--- src/rtl/tmon_pkg.sv ---
package tmon_pkg;
  typedef enum logic {
    WIN_BLOCKED = 1'b0,
    WIN_ALLOWED = 1'b1
  } win_state_e;
endpackage

--- src/rtl/tmon_diff.sv ---
module tmon_diff #(
  parameter int CODE_W = 12
) (
  input  logic                     clk,
  input  logic                     rst_n,
  input  logic                     take,
  input  logic [CODE_W-1:0]        hi_code,
  input  logic [CODE_W-1:0]        gnd_code,
  output logic                     val_vld,
  output logic signed [CODE_W:0]   val
);
  localparam int SW = CODE_W + 1;

  logic signed [SW-1:0] hi_s, gnd_s;
  assign hi_s  = $signed({1'b0, hi_code});
  assign gnd_s = $signed({1'b0, gnd_code});

  always_ff @(posedge clk) begin
    if (!rst_n) begin
      val_vld <= 1'b0;
      val     <= '0;
    end else begin
      val_vld <= take;
      if (take) val <= hi_s - gnd_s;
    end
  end
endmodule

--- src/rtl/tmon_window.sv ---
module tmon_window
  import tmon_pkg::*;
#(
  parameter int CODE_W = 12,
  parameter bit HYST   = 1'b1
) (
  input  logic                   clk,
  input  logic                   rst_n,
  input  logic                   upd,
  input  logic signed [CODE_W:0] val,
  input  logic [CODE_W-1:0]      cold_stop,
  input  logic [CODE_W-1:0]      hot_stop,
  input  logic [CODE_W-1:0]      cold_go,
  input  logic [CODE_W-1:0]      hot_go,
  output logic                   ok
);
  localparam int SW = CODE_W + 1;

  logic signed [SW-1:0] cs_s, hs_s, cg_s, hg_s;
  logic at_cold, at_hot, in_go;

  assign cs_s = $signed({1'b0, cold_stop});
  assign hs_s = $signed({1'b0, hot_stop});
  assign cg_s = $signed({1'b0, cold_go});
  assign hg_s = $signed({1'b0, hot_go});

  // Larger code means colder for a negative-coefficient thermistor
  assign at_cold = (val >= cs_s);
  assign at_hot  = (val <= hs_s);
  assign in_go   = (val < cg_s) && (val > hg_s);

  win_state_e st_q, st_d;

  generate
    if (HYST) begin : g_hyst
      always_comb begin
        st_d = st_q;
        if (upd) begin
          if (st_q == WIN_ALLOWED) begin
            if (at_cold || at_hot) st_d = WIN_BLOCKED;
          end else begin
            if (in_go) st_d = WIN_ALLOWED;
          end
        end
      end
    end else begin : g_plain
      // Go limits are tied to the stop limits by the parent; both must pass
      always_comb begin
        st_d = st_q;
        if (upd) st_d = (!(at_cold || at_hot) && in_go) ? WIN_ALLOWED : WIN_BLOCKED;
      end
    end
  endgenerate

  always_ff @(posedge clk) begin
    if (!rst_n) st_q <= WIN_BLOCKED;
    else        st_q <= st_d;
  end

  assign ok = (st_q == WIN_ALLOWED);
endmodule

--- src/rtl/thermal_window_mon.sv ---
module thermal_window_mon #(
  parameter int CODE_W = 12
) (
  input  logic              clk,
  input  logic              rst_n,
  input  logic              s_valid,
  output logic              s_ready,
  input  logic [CODE_W-1:0] s_ref_hi_code,
  input  logic [CODE_W-1:0] s_ref_gnd_code,
  input  logic [CODE_W-1:0] thr_chg_cold_stop,
  input  logic [CODE_W-1:0] thr_chg_cold_go,
  input  logic [CODE_W-1:0] thr_chg_hot_go,
  input  logic [CODE_W-1:0] thr_chg_hot_stop,
  input  logic [CODE_W-1:0] thr_dis_cold_stop,
  input  logic [CODE_W-1:0] thr_dis_hot_stop,
  output logic              chg_ok,
  output logic              dis_ok
);
  logic                   d_vld;
  logic signed [CODE_W:0] d_val;
  logic                   take;

  assign s_ready = rst_n;
  assign take    = s_valid && s_ready;

  tmon_diff #(.CODE_W(CODE_W)) u_diff (
    .clk      (clk),
    .rst_n    (rst_n),
    .take     (take),
    .hi_code  (s_ref_hi_code),
    .gnd_code (s_ref_gnd_code),
    .val_vld  (d_vld),
    .val      (d_val)
  );

  tmon_window #(.CODE_W(CODE_W), .HYST(1'b1)) u_chg (
    .clk       (clk),
    .rst_n     (rst_n),
    .upd       (d_vld),
    .val       (d_val),
    .cold_stop (thr_chg_cold_stop),
    .hot_stop  (thr_chg_hot_stop),
    .cold_go   (thr_chg_cold_go),
    .hot_go    (thr_chg_hot_go),
    .ok        (chg_ok)
  );

  tmon_window #(.CODE_W(CODE_W), .HYST(1'b0)) u_dis (
    .clk       (clk),
    .rst_n     (rst_n),
    .upd       (d_vld),
    .val       (d_val),
    .cold_stop (thr_dis_cold_stop),
    .hot_stop  (thr_dis_hot_stop),
    .cold_go   (thr_dis_cold_stop),
    .hot_go    (thr_dis_hot_stop),
    .ok        (dis_ok)
  );
endmodule

--- config.mk ---
export PLATFORM = sky130hd
export DESIGN_NAME = thermal_window_mon
export DESIGN_NICKNAME = d
export VERILOG_FILES = /design/src/rtl/tmon_pkg.sv /design/src/rtl/tmon_diff.sv /design/src/rtl/tmon_window.sv /design/src/rtl/thermal_window_mon.sv
export SDC_FILE = /design/constraint.sdc
export NUM_CORES = 1
export LEC_CHECK = 0
export ABC_AREA = 1
export BUFFER_PORTS_ARGS = -buffer_cell sky130_fd_sc_hd__buf_2
export CAP_MARGIN = 20
export CORE_MARGIN = 5
export CORE_UTILIZATION = 25
export DETAILED_ROUTE_END_ITERATION = 6
export REMOVE_ABC_BUFFERS = 1
export SYNTH_ARGS = -nofsm -noshare
export SYNTH_HDL_FRONTEND = slang
export SYNTH_HIERARCHICAL = 1
export SYNTH_SLANG_ARGS = --single-unit
export TNS_END_PERCENT = 30
--- constraint.sdc ---
create_clock -name clk -period 4.33 [get_ports clk]
set_input_delay 1.299 -clock clk [delete_from_list [all_inputs] [get_ports clk]]
set_output_delay 1.299 -clock clk [all_outputs]
set_load 0.01 [all_outputs]
==> out/metrics.cfg <==
[run_status]
status = completed

[setup_path]
crit_top_cell = buf_2
cp-start-kind = input pin
crit_fanout = 9
cp-end-kind = primary output
crit_path_cell_trace = buf_2, buf_2
cp_num_buf_inv = 2
crit_arrival_ns = 1.65
crit_type = input pin to primary output
worstPathRequired_ns = 3.03
slowest_delay_ns = 0.18
slowest_stage = buf_2
crit_family = buffers and inverters

[timing]
setup_tns_ns = 0
slew_headroom_pct = 51.9
rsz0062_at_grt = no
drv_slew = 0
min_period_ns = 2.95
layout_worst_path_cycle_share_pct = 68.0
tightest_slew_ns = 0.720
fmax_mhz = 339
fin_skew_ns = 0.00233
hold_viol = 0
setup_viol = 0

[die]
io_pins = 102
die_h_um = 138
core-area_um2 = 15900
rows = 46
start_util_pct = 25.6
die_width_um = 138
dieArea_um2 = 19000

[grt]
overflow = 0
grt_pass1_vias = 4164
track_usage_pct = 11.9
grt_max_degree = 24
antenna_found_initial = 0
grt_pass1_wl_um = 18300

[detailed_routing]
wl_um = 11200
drc_errors = 0
dr.pass1.iters = 4
ant_nets = 0
wl_per_cell_um = 11.2
drtIter0Drc = 136
post_drt_via_cell_ratio = 4.28
vias = 4300

[clock_tree]
clk_latency_ns = 0.24
cts_tree = done
cts_sinks = 16
ctsRootBufferMaster = clkbuf_16
post_cts_buffers = 0
clkTransAtPathRegs_ns = 0.05
clockBufferDepth = 2
hold_buffers = 0
ctsResizeCount = 0
numCtsBuffers = 3
cts_max_level = 1

[logic_synthesis]
synth_edf_count = 0
ys_seq_area_share_pct = 7.86
ys_types = 35
yosys_register_bits = 16
syn_area_per_cell_um2 = 5.93
async_reset_ff_share_pct = 0
synthCells = 687
synth_flop_cell = dfxtp_1
yosysWarnings = 6
synth_area_um2 = 4080

[place]
hpwl_um = 9930
dpl_cell_area_um2 = 4830
portBuffers = 101
place_congestion = 0.810

[finish]
seq_area_um2 = 320
n_fill_cell = 1852
area_delta_synth_final_pct = 20.3
final_cell_mix = inv_1, nand2_1, ha_1, buf_2, nor2_1
n_antenna_cell = 0
final_area_um2 = 4900
mostFrequentLayoutCell = inv_1
fin_nets = 996
drive_above_1_share_pct = 15.5
multi_input_area_um2 = 3050

[power]
p_per_area_nw_per_um2 = 160
ir_worst_vdd_mv = 0.105
cellLeakagePower_nw = 3.19

[worst_hold_path]
hp-class = flop to flop

[job]
drv_cap = 0

[layer usage]
metal  global-route usage (%)  wire [um]  share of wire [%]
met2                     21.3       5200                 46
met1                     15.9       5400                 48
met3                     1.31        587                5.2
met5                        0          0                  0
met4                     1.48         53               0.47
[flip-flops by register name, summed over array words and instances (netlist names)]
register        cells
u_chg/ok            1
u_diff/val         13
u_dis/ok            1
u_diff/val_vld      1
[cell usage after synthesis, drive strengths merged, types with 2 or more instances]
| master | number | area [um^2] |
|---|---|---|
| nand2 | 176 | 678 |
| dfxtp | 16 | 320 |
| a21oi | 40 | 208 |
| nand3 | 38 | 205 |
| a21o | 3 | 23.8 |
| a31oi | 2 | 12.5 |
| nor3 | 7 | 40.0 |
| inv | 177 | 667 |
| o21ai | 15 | 75.1 |
| clkinv | 2 | 7.51 |
| and2 | 2 | 12.5 |
| ha | 106 | 1330 |
| xor2 | 2 | 17.5 |
| nand3b | 2 | 15.0 |
| nand4 | 17 | 106 |
| buf | 3 | 26.3 |
| nor2 | 72 | 275 |
[through the flow]
step | power, mW | hold WS, ns | setup WS, ns | cells | util, %
final | 0.785 | 0.471 | 1.38 | 1004 | 30.8
after floorplan | 0.477 | 0.460 | 1.73 | 683 | -
after CTS | 0.798 | 0.473 | 1.36 | 1004 | 30.8
after global placement | 0.612 | 0.467 | 1.39 | 1001 | 30.3
after global routing | 0.881 | 0.508 | 1.34 | 1004 | 30.8
after detailed placement | 0.620 | 0.465 | 1.36 | 1001 | 30.3
[layout make-up]
cell class                      instances  area share [%]
Clock buffer                            3            1.53
Inverter                              179            13.8
Multi-Input combinational cell        488            62.2
Sequential cell                        16            6.53
Tap cell                              216            5.51
Timing Repair Buffer                  102            10.5
[cells by family after synthesis]
| logic type | count (synthesis) | synth area share (%) |
|---|---|---|
| adders and majority gates | 107 | 33.0 |
| and+or+nand+nor | 317 | 33.2 |
| AOI/OAI and AO/OA | 61 | 8.01 |
| xor gates and xnor gates | 3 | 0.645 |
| buffers and inverters | 183 | 17.3 |
| DFF | 16 | 7.86 |
[final timing paths]
path	from	cells past startpoint	slack (ns)	to
max	rst_n	2	1.38	s_ready
min	u_chg/ok	2	0.47	u_chg/ok
max reg2reg	u_diff/val[4]	12	2.41	u_dis/ok
min reg2reg	u_chg/ok	2	0.47	u_chg/ok
[report_power, final]
| group | switching [mW] | internal (mW) | leakage [nW] |
|---|---|---|---|
| logic | 0.241 | 0.180 | 3.02 |
| registers | 0.0320 | 0.158 | 0.132 |
| clock network | 0.0531 | 0.121 | 0.0370 |
| total | 0.326 | 0.459 | 3.19 |
Note: power is estimated with default switching activity, not from simulation.
